## config.mk

```make
export PLATFORM = sky130hd
export DESIGN_NAME = nfc_engine
export DESIGN_NICKNAME = d
export VERILOG_FILES = /design/src/rtl/nfc_pkg.sv /design/src/rtl/nfc_cmd_rom.sv /design/src/rtl/nfc_tick.sv /design/src/rtl/nfc_range.sv /design/src/rtl/nfc_engine.sv
export SDC_FILE = /design/constraint.sdc
export NUM_CORES = 1
export LEC_CHECK = 0
export BUFFER_PORTS_ARGS = -buffer_cell sky130_fd_sc_hd__buf_2
export CAP_MARGIN = 15
export CORE_AREA = 2 2 132 108
export DETAILED_ROUTE_END_ITERATION = 12
export DIE_AREA = 0 0 134 110
export HOLD_SLACK_MARGIN = 0.08
export PLACE_DENSITY = 0.55
export SETUP_SLACK_MARGIN = 0.1
export SLEW_MARGIN = 20
export SYNTH_ARGS = -nofsm -noshare
export SYNTH_HDL_FRONTEND = slang
export SYNTH_HIERARCHICAL = 1
export SYNTH_SLANG_ARGS = --single-unit
```

## constraint.sdc

```tcl
create_clock -name clk -period 3.1 [get_ports clk]
set_input_delay 0.62 -clock clk [delete_from_list [all_inputs] [get_ports clk]]
set_output_delay 0.62 -clock clk [all_outputs]
set_load 0.1 [all_outputs]
```

## src/rtl/nfc_pkg.sv

```systemverilog
package nfc_pkg;

    typedef enum logic [3:0] {
        ST_IDLE,
        ST_CHECK,
        ST_SECT,
        ST_CMD,
        ST_WAIT,
        ST_PRD,
        ST_PCHK,
        ST_RST,
        ST_NEXT,
        ST_DONE
    } nfc_state_e;

    typedef enum logic [1:0] {
        STS_OK      = 2'd0,
        STS_TIMEOUT = 2'd1,
        STS_RANGE   = 2'd2,
        STS_PROT    = 2'd3
    } nfc_sts_e;

    // one command bus cycle
    typedef struct packed {
        logic       to_target;  // address is the operation target, not an unlock offset
        logic       at_hi;      // unlock offset 0x555 (else 0x2AA)
        logic [7:0] code;
        logic       last;
    } nfc_cyc_t;

    localparam logic [7:0]  CODE_KEY1  = 8'hAA;
    localparam logic [7:0]  CODE_KEY2  = 8'h55;
    localparam logic [7:0]  CODE_PROG  = 8'hA0;
    localparam logic [7:0]  CODE_ERASE = 8'h80;
    localparam logic [7:0]  CODE_SECT  = 8'h30;
    localparam logic [7:0]  CODE_READ  = 8'hF0;
    localparam logic [10:0] OFS_HI     = 11'h555;
    localparam logic [10:0] OFS_LO     = 11'h2AA;

endpackage

```

## src/rtl/nfc_cmd_rom.sv

```systemverilog
module nfc_cmd_rom
    import nfc_pkg::*;
(
    input  logic       is_erase,
    input  logic [2:0] step,
    output nfc_cyc_t   cyc
);

    function automatic nfc_cyc_t mk(input logic tgt, input logic hi,
                                    input logic [7:0] c, input logic lst);
        nfc_cyc_t r;
        r.to_target = tgt;
        r.at_hi     = hi;
        r.code      = c;
        r.last      = lst;
        return r;
    endfunction

    always_comb begin
        if (!is_erase) begin
            case (step)
                3'd0:    cyc = mk(1'b0, 1'b1, CODE_KEY1, 1'b0);
                3'd1:    cyc = mk(1'b0, 1'b0, CODE_KEY2, 1'b0);
                3'd2:    cyc = mk(1'b0, 1'b1, CODE_PROG, 1'b0);
                default: cyc = mk(1'b1, 1'b0, 8'h00,     1'b1);
            endcase
        end else begin
            case (step)
                3'd0:    cyc = mk(1'b0, 1'b1, CODE_KEY1,  1'b0);
                3'd1:    cyc = mk(1'b0, 1'b0, CODE_KEY2,  1'b0);
                3'd2:    cyc = mk(1'b0, 1'b1, CODE_ERASE, 1'b0);
                3'd3:    cyc = mk(1'b0, 1'b1, CODE_KEY1,  1'b0);
                3'd4:    cyc = mk(1'b0, 1'b0, CODE_KEY2,  1'b0);
                default: cyc = mk(1'b1, 1'b0, CODE_SECT,  1'b1);
            endcase
        end
    end

endmodule

```

## src/rtl/nfc_tick.sv

```systemverilog
module nfc_tick #(
    parameter int W = 8
) (
    input  logic         clk,
    input  logic         rst_n,
    input  logic         clr,
    input  logic         inc,
    output logic [W-1:0] cnt
);

    always_ff @(posedge clk) begin
        if (!rst_n || clr) begin
            cnt <= '0;
        end else if (inc) begin
            cnt <= cnt + W'(1);
        end
    end

endmodule

```

## src/rtl/nfc_range.sv

```systemverilog
module nfc_range #(
    parameter int SN_W = 4
) (
    input  logic                   clk,
    input  logic                   rst_n,
    input  logic                   load,
    input  logic signed [SN_W:0]   first_in,
    input  logic [SN_W-1:0]        last_in,
    input  logic                   advance,
    input  logic                   skip,
    output logic [SN_W-1:0]        cur,
    output logic                   at_last,
    output logic                   bad,
    output logic [SN_W:0]          skip_cnt
);

    logic [SN_W:0]   first_q;
    logic [SN_W-1:0] last_q;

    always_ff @(posedge clk) begin
        if (!rst_n) begin
            first_q  <= '0;
            last_q   <= '0;
            cur      <= '0;
            skip_cnt <= '0;
        end else if (load) begin
            first_q  <= first_in;
            last_q   <= last_in;
            cur      <= first_in[SN_W-1:0];
            skip_cnt <= '0;
        end else begin
            if (advance) cur <= cur + SN_W'(1);
            if (skip)    skip_cnt <= skip_cnt + (SN_W+1)'(1);
        end
    end

    assign bad     = first_q[SN_W] || (first_q[SN_W-1:0] > last_q);
    assign at_last = (cur == last_q);

endmodule

```

## src/rtl/nfc_engine.sv

```systemverilog
module nfc_engine
    import nfc_pkg::*;
#(
    parameter int ADDR_W      = 16,
    parameter int SECT_SHIFT  = 12,
    parameter int ERASE_WAIT  = 100000,
    parameter int PROG_POLLS  = 1024,
    parameter int ERASE_POLLS = 1048576,
    localparam int SN_W       = ADDR_W - SECT_SHIFT,
    localparam int N_SECT     = 1 << SN_W
) (
    input  logic                 clk,
    input  logic                 rst_n,
    input  logic                 req,
    output logic                 ack,
    input  logic                 op,
    input  logic [ADDR_W-1:0]    addr,
    input  logic [15:0]          wdata,
    input  logic signed [SN_W:0] first_sect,
    input  logic [SN_W-1:0]      last_sect,
    input  logic [N_SECT-1:0]    wp_map,
    output logic                 done,
    output logic [1:0]           status,
    output logic [SN_W:0]        skip_cnt,
    output logic [ADDR_W-1:0]    f_addr,
    output logic [15:0]          f_wdata,
    output logic                 f_we,
    output logic                 f_rd,
    input  logic [15:0]          f_rdata
);

    localparam int CNT_MAX0 = (ERASE_WAIT > PROG_POLLS) ? ERASE_WAIT : PROG_POLLS;
    localparam int CNT_MAX  = (CNT_MAX0 > ERASE_POLLS) ? CNT_MAX0 : ERASE_POLLS;
    localparam int CNT_W    = $clog2(CNT_MAX + 1);
    localparam logic [CNT_W-1:0] WAIT_LAST  = CNT_W'(ERASE_WAIT - 1);
    localparam logic [CNT_W-1:0] PROG_LAST  = CNT_W'(PROG_POLLS - 1);
    localparam logic [CNT_W-1:0] ERASE_LAST = CNT_W'(ERASE_POLLS - 1);

    nfc_state_e state_q, state_d;

    logic              op_q;
    logic [ADDR_W-1:0] addr_q;
    logic [15:0]       data_q;
    logic [2:0]        step_q;
    nfc_sts_e          sts_q;
    logic              fail_q;

    logic accept;
    logic cnt_clr, cnt_inc, step_clr, step_inc;
    logic rng_adv, rng_skip, sts_set, fail_set;
    nfc_sts_e sts_val;

    logic [CNT_W-1:0]  cnt;
    logic [SN_W-1:0]   cur;
    logic              at_last, rng_bad;
    nfc_cyc_t          cyc;
    logic [ADDR_W-1:0] tgt_addr;
    logic              poll_ok, poll_last;
    logic              unused_rdata;

    nfc_cmd_rom u_rom (
        .is_erase (op_q),
        .step     (step_q),
        .cyc      (cyc)
    );

    nfc_tick #(.W(CNT_W)) u_tick (
        .clk   (clk),
        .rst_n (rst_n),
        .clr   (cnt_clr),
        .inc   (cnt_inc),
        .cnt   (cnt)
    );

    nfc_range #(.SN_W(SN_W)) u_range (
        .clk      (clk),
        .rst_n    (rst_n),
        .load     (accept),
        .first_in (first_sect),
        .last_in  (last_sect),
        .advance  (rng_adv),
        .skip     (rng_skip),
        .cur      (cur),
        .at_last  (at_last),
        .bad      (rng_bad),
        .skip_cnt (skip_cnt)
    );

    assign accept       = (state_q == ST_IDLE) && req;
    assign tgt_addr     = op_q ? {cur, {SECT_SHIFT{1'b0}}} : addr_q;
    assign poll_ok      = op_q ? f_rdata[7] : (f_rdata[7] == data_q[7]);
    assign poll_last    = op_q ? (cnt == ERASE_LAST) : (cnt == PROG_LAST);
    assign unused_rdata = ^{f_rdata[15:8], f_rdata[6:0]};

    // state register
    always_ff @(posedge clk) begin
        if (!rst_n) state_q <= ST_IDLE;
        else        state_q <= state_d;
    end

    // transitions and internal strobes
    always_comb begin
        state_d  = state_q;
        cnt_clr  = 1'b0;
        cnt_inc  = 1'b0;
        step_clr = 1'b0;
        step_inc = 1'b0;
        rng_adv  = 1'b0;
        rng_skip = 1'b0;
        sts_set  = 1'b0;
        sts_val  = STS_OK;
        fail_set = 1'b0;
        unique case (state_q)
            ST_IDLE: if (req) state_d = ST_CHECK;
            ST_CHECK: begin
                step_clr = 1'b1;
                if (!op_q) begin
                    if (wp_map[addr_q[ADDR_W-1:SECT_SHIFT]]) begin
                        sts_set = 1'b1; sts_val = STS_PROT; state_d = ST_DONE;
                    end else begin
                        state_d = ST_CMD;
                    end
                end else if (rng_bad) begin
                    sts_set = 1'b1; sts_val = STS_RANGE; state_d = ST_DONE;
                end else begin
                    state_d = ST_SECT;
                end
            end
            ST_SECT: begin
                step_clr = 1'b1;
                if (wp_map[cur]) begin
                    rng_skip = 1'b1; state_d = ST_NEXT;
                end else begin
                    state_d = ST_CMD;
                end
            end
            ST_CMD: begin
                if (cyc.last) begin
                    cnt_clr = 1'b1;
                    state_d = op_q ? ST_WAIT : ST_PRD;
                end else begin
                    step_inc = 1'b1;
                end
            end
            ST_WAIT: begin
                if (cnt == WAIT_LAST) begin
                    cnt_clr = 1'b1; state_d = ST_PRD;
                end else begin
                    cnt_inc = 1'b1;
                end
            end
            ST_PRD: state_d = ST_PCHK;
            ST_PCHK: begin
                if (poll_ok) begin
                    if (op_q) begin
                        state_d = ST_RST;
                    end else begin
                        sts_set = 1'b1; sts_val = STS_OK; state_d = ST_DONE;
                    end
                end else if (poll_last) begin
                    fail_set = 1'b1; state_d = ST_RST;
                end else begin
                    cnt_inc = 1'b1; state_d = ST_PRD;
                end
            end
            ST_RST: begin
                if (!op_q || fail_q) begin
                    sts_set = 1'b1; sts_val = STS_TIMEOUT; state_d = ST_DONE;
                end else begin
                    state_d = ST_NEXT;
                end
            end
            ST_NEXT: begin
                if (at_last) begin
                    sts_set = 1'b1; sts_val = STS_OK; state_d = ST_DONE;
                end else begin
                    rng_adv = 1'b1; state_d = ST_SECT;
                end
            end
            ST_DONE: state_d = ST_IDLE;
            default: state_d = ST_IDLE;
        endcase
    end

    // operand and result registers
    always_ff @(posedge clk) begin
        if (!rst_n) begin
            op_q   <= 1'b0;
            addr_q <= '0;
            data_q <= '0;
            step_q <= '0;
            sts_q  <= STS_OK;
            fail_q <= 1'b0;
        end else begin
            if (accept) begin
                op_q   <= op;
                addr_q <= addr;
                data_q <= wdata;
                fail_q <= 1'b0;
            end else if (fail_set) begin
                fail_q <= 1'b1;
            end
            if (step_clr)      step_q <= '0;
            else if (step_inc) step_q <= step_q + 3'd1;
            if (sts_set) sts_q <= sts_val;
        end
    end

    // outputs
    always_comb begin
        ack     = accept;
        done    = (state_q == ST_DONE);
        status  = sts_q;
        f_we    = 1'b0;
        f_rd    = 1'b0;
        f_addr  = '0;
        f_wdata = '0;
        unique case (state_q)
            ST_CMD: begin
                f_we = 1'b1;
                if (cyc.to_target) f_addr = tgt_addr;
                else               f_addr = ADDR_W'(cyc.at_hi ? OFS_HI : OFS_LO);
                f_wdata = (cyc.to_target && !op_q) ? data_q : {8'h00, cyc.code};
            end
            ST_RST: begin
                f_we    = 1'b1;
                f_addr  = tgt_addr;
                f_wdata = {8'h00, CODE_READ};
            end
            ST_PRD: begin
                f_rd   = 1'b1;
                f_addr = tgt_addr;
            end
            default: ;
        endcase
    end

endmodule

```

# Word level (Yosys, flattened, before mapping)
# Cells that the tools add are included.
[op_classes] n_addsub=4 order_cmp=3 n_eq_ne=21 n_mux=63 bitwise=1 n_reduce_logical=18
[ops] op="$pmux W11 S3" count=2
[ops] op="$pmux W16 S2" count=2
[ops] op="$mux W16" count=3
[ops] op="$mux W4" count=12
[ops] op="$pmux W4 S9" count=1
[ops] op="$mux W1" count=31
[ops] op="$mux W11" count=2
[ops] op="$add A21 B1 Y21 const B" count=1
[ops] op="$eq A21 B10 Y1 const B" count=1
[ops] op="$eq A21 B17 Y1 const B" count=1
[ops] op="$eq A21 B20 Y1 const B" count=1
[ops] op="$eq A4 B3 Y1 const B" count=4
[ops] op="$reduce_or A2 Y1" count=7
[ops] op="$lt A4 B5 Y1 const B" count=2
[ops] op="$bmux W1 S4" count=2
[ops] op="$eq A4 B2 Y1 const B" count=2
[ops] op="$eq A4 B4 Y1 const B" count=2
[ops] op="$mux W2" count=4
[ops] op="$eq A3 B2 Y1 const B" count=2
[ops] op="$ne A2 B2 Y1 const B" count=3
[ops] op="$add A5 B1 Y5 const B" count=1
[ops] op="$add A4 B1 Y4 const B" count=1
[ops] op="$eq A4 B1 Y1 const B" count=1
[ops] op="$eq A4 B4 Y1" count=1
[ops] op="other kinds (16)" count=21
[word_totals] ff_bits=82 in_bits=77 output_inout_bits=43

# Longest topological paths before layout
[depth] depth_word=7 depth_mapped=12 mapped_depth_nobuf=10

# By module
# The synthesis kept the hierarchy.
[by_module_without_submodules] mod="nfc_engine" n_inst=1 cells_each=362 area_each_um2=2642.5 seq_area_each_um2=860.8
[by_module_without_submodules] mod="nfc_tick" n_inst=1 cells_each=114 area_each_um2=957.2 seq_area_each_um2=420.4
[by_module_without_submodules] mod="nfc_range" n_inst=1 cells_each=90 area_each_um2=869.6 seq_area_each_um2=360.3
[by_module_without_submodules] mod="nfc_cmd_rom" n_inst=1 cells_each=24 area_each_um2=162.7 seq_area_each_um2=0.0

# Least setup slack after synthesis
# No wires, ideal clock.
[synth_timing] path_type="reg-to-output" from="reg step_q[0]" to="out f_addr[11]" arrival_ns=3.486 required_time_ns=2.480 setup_slack_ns=-1.006 stages_incl_launch_ff=10 path_buffers=2 cell_sequence="dfxtp_1 -> buf_6 -> nor2b_1 -> o21ai_1 -> nand2_1 -> buf_4 -> nand2_1 -> nand2_1 -> nand2_1 -> nor3b_1"
[synth_rtl] item="start, declared" line_no="nfc_engine.sv:44" rtl="logic [2:0] step_q;"
[synth_rtl] item="start signal, assigned" line_no="nfc_engine.sv:204" rtl="else if (step_inc) step_q <= step_q + 3'd1;"
[synth_rtl] item="end, declared" line_no="nfc_engine.sv:25" rtl="output logic [ADDR_W-1:0] f_addr,"

# Worst setup path after layout
[layout_timing] from="reg op_q" to="out f_addr[15]"
[layout_between] elab_chain_len=3 word_cells_on_any_way=4 classes_between="mux: 4"
[layout_lines] item="start, declared" line_no="nfc_engine.sv:41" rtl="logic op_q;"
[layout_lines] item="start signal, assigned" line_no="nfc_engine.sv:196" rtl="op_q <= op;"
[layout_lines] item="$mux W16 / $mux W11 (equally long branches)" line_no="nfc_engine.sv:90, nfc_cmd_rom.sv:20"
[layout_lines] item="$mux W16" line_no="nfc_engine.sv:221" rtl="if (cyc.to_target) f_addr = tgt_addr;"
[layout_lines] item="$pmux W16 S2 *" line_no="nfc_engine.sv:218" rtl="unique case (state_q)"
# Mark *: on every way between the ends. The rest lies on a longest branch, timed or not.

==> summary.md <==
| Metric | Value |
|---|---|
| Status | `complete, no violations` |
| Distinct cells, synth | `60` |
| Number of max-cap violations | `0` |
| WP data arrival | `2.21 ns` |
| Post-synthesis async set-or-reset flop share | `0` |
| Post-synth EDFFs | `0` |
| Cell family with most CP delay | `simple AND/OR/NAND/NOR gates` |
| CP bufs+invs | `1` |
| Vias per cell | `5.06` |
| Post-route core utilization | `0.446` |
| CP Data Required Time | `2.48 ns` |
| Gpl congestion | `0.891` |
| Final #Nets | `773` |
| Die Wd | `134 um` |
| Fmax | `353 MHz` |
| Num CTS Buffers | `9` |
| WL/cell | `14.4 um` |
| Min Tclk post-route | `2.83 ns` |
| Register area | `1650 um^2` |
| # DRC | `0` |
| Total core area | `13,400 um^2` |
| Slew Viols, Final | `0` |
| Worst path most repeated cell | `nand2_1` |
| I/O Buffers | `104` |
| Postcts setup bufs | `0` |
| Largest net degree at the start of global routing | `46` |
| Unrepaired setup endpoints after global routing | `yes` |
| CTS Root Buffer Type | `clkbuf_16` |
| First-iteration detailed-routing DRC count | `221` |
| Cts hold-fix bufs | `0` |
| Die Area | `14,700 um^2` |
| Skew final | `0.00846 ns` |
| Cell Area, Synth | `4630 um^2` |
| Clock Sink Count | `82` |
| Post-synth top area cell | `dfxtp_1` |
| Htree depth | `3` |
| Top-count cell post-synth | `nand2_1` |
| HP Class | `register to register` |
| Final TNS setup | `0 ns` |
| Via count | `4,419` |
| Reg2reg setup slack | `0.36 ns` |
| Drt first pass iters | `4` |
| N_diodes | `0` |
| Hold slack | `0.454 ns` |
| FF+latch count, synth | `82` |
| Net count after synthesis | `675` |
| Power Total | `3.90 mW` |
| Top cells by area, synth | `dfxtp_1 (35%), nand2_1 (9.8%), a21oi_1 (7.7%)` |
| Syn. warnings | `6` |
| Area added between synthesis and finish | `28.7%` |
| Main synth FF type | `dfxtp_1` |
| CP max stage cell | `buf_2` |
| Final period util | `0.913` |
| Register area share after synthesis | `0.354` |
| First-pass GRT wire length | `20,700 um` |
| Hold violation total from the final report | `0` |
| Global-route usage over all layers | `0.174` |
| CP Launch Type | `register` |
| Share of layout cells above drive strength 1 | `0.250` |
| Max-Slew Margin vs Limit | `0.276` |
| Die Height | `110 um` |
| Row count | `38` |
| Starting Density | `0.347` |
| CP Cell Sequence | `nor2b_1 > o21ai_1 > nand2_1 > nand2_1 > nand2_1 > nand2_1 > nor2_2 > buf_2` |
| Worst-Margin Slew | `1.08 ns` |
| Synth Instances | `590` |
| Static Leakage | `2.28 nW` |
| Post-synthesis area per instance | `7.85 um^2` |
| Vias in the first global route | `4,264` |
| Congestion Overflow GR | `0` |
| Critical path's largest stage delay | `0.43 ns` |
| # fillers | `1,343` |
| Post-synth top cells | `nand2_1 (121), dfxtp_1 (82), a21oi_1 (71)` |
| WS Path Type | `register to output port` |
| Peak supply drop | `324 uV` |
| Multi-input logic area | `2860 um^2` |
| Top-Level Pins | `120` |
| Number of antenna violations at the first check in global routing | `1` |
| Setup crit end kind | `output port` |
| Crit path max fanout | `14` |
| PwrDens | `654 nW/um^2` |
| TritonCTS clock tree | `done` |
| Post-DRT Antenna Nets | `0` |
| Clk slew on worst S/H paths | `0.06 ns` |
| Final Routed Wirelength | `12,500 um` |
| Top cell type's share of synthesized area | `0.354` |
| Clk_lat worst skew | `0.33 ns` |
| Dpl hpwl | `9160 um` |
| CTS max path bufs | `2` |
| Final setup fails | `0` |
[layout by cell type (no fill, tap or decap), types with 13 or more instances in the layout]
master,instances
xor2_1,14
nand2_1,121
inv_1,20
a21oi_1,61
mux2i_1,18
nand4_1,13
nand2b_1,17
dfxtp_1,80
o21ai_0,20
nor2_1,35
buf_2,76
buf_4,24
[sequential cells by signal, summed over array words and instances (netlist names)]
register          count
u_tick/cnt           21
addr_q               16
data_q               16
u_range/first_q       5
u_range/skip_cnt      5
state_q               4
u_range/cur           4
u_range/last_q        4
step_q                3
status                2
fail_q                1
op_q                  1
[where the power goes]
part	internal [mW]	leakage [nW]	total [mW]	switching [mW]
Combinational	0.506	1.45	1.37	0.865
Sequential	1.21	0.669	1.38	0.164
Clock	0.725	0.156	1.15	0.426
Total	2.45	2.28	3.90	1.45
[worst paths after layout]
kind                    from             end  cells past startpoint
setup / recovery        op_q      f_addr[15]                      8
hold / removal    data_q[12]      data_q[12]                      2
setup reg to reg  state_q[2]  u_tick/cnt[20]                      8
hold reg to reg   data_q[12]      data_q[12]                      2
[repair_timing]
item,4_1_cts,5_1_grt
setup endpoints to repair,21,28
cloned,0,0
pin swaps,0,0
endpoints found under the hold margin,0,0
gates resized for setup,10,25
[worst register-to-register path: stages (launching register included)]
cell	delay [ns]
dfxtp_1	0.54
inv_1	0.10
nor2_1	0.21
nand3_1	0.15
o22ai_2	0.28
nand4_4	0.18
or4_1	0.68
or3_1	0.39
a21oi_1	0.14
[stage by stage]
stage / setup slack (ns) / cell area, um^2 / std cells
after floorplan: -0.384 / 4740 / 590
after global placement: 0.244 / 5560 / 857
after detailed placement: 0.187 / 5560 / 857
after CTS: 0.0881 / 5900 / 873
after global routing: 0.0809 / 5960 / 873
final: 0.268 / 5960 / 873
[cells by family after synthesis]
logic type | after synthesis | share of synthesized area
buffers and inverters | 56 | 0.0556
muxes | 27 | 0.0843
and+or+nand+nor | 270 | 0.283
DFF | 82 | 0.354
AOI/OAI and AO/OA | 121 | 0.152
adders and majority gates | 8 | 0.0216
xor gates and xnor gates | 26 | 0.0492
[routing by layer]
| metal | GRT usage | routed length [um] | up-vias |
|---|---|---|---|
| li1 | - | - | 2250 |
| met1 | 0.231 | 6050 | 2048 |
| met2 | 0.277 | 5580 | 112 |
| met3 | 0.0540 | 827 | 7 |
| met4 | 0.0418 | 75 | 2 |
| met5 | 0 | 13 | - |
[layout make-up]
class | instances | area share
clock buffer | 11 | 0.0407
clock inverter | 5 | 0.0130
inverter | 23 | 0.0145
multi-input combinational | 452 | 0.480
sequential | 82 | 0.276
tap | 180 | 0.0378
timing repair buffer | 120 | 0.138
No activity file was read; power rests on OpenSTA's default activity.
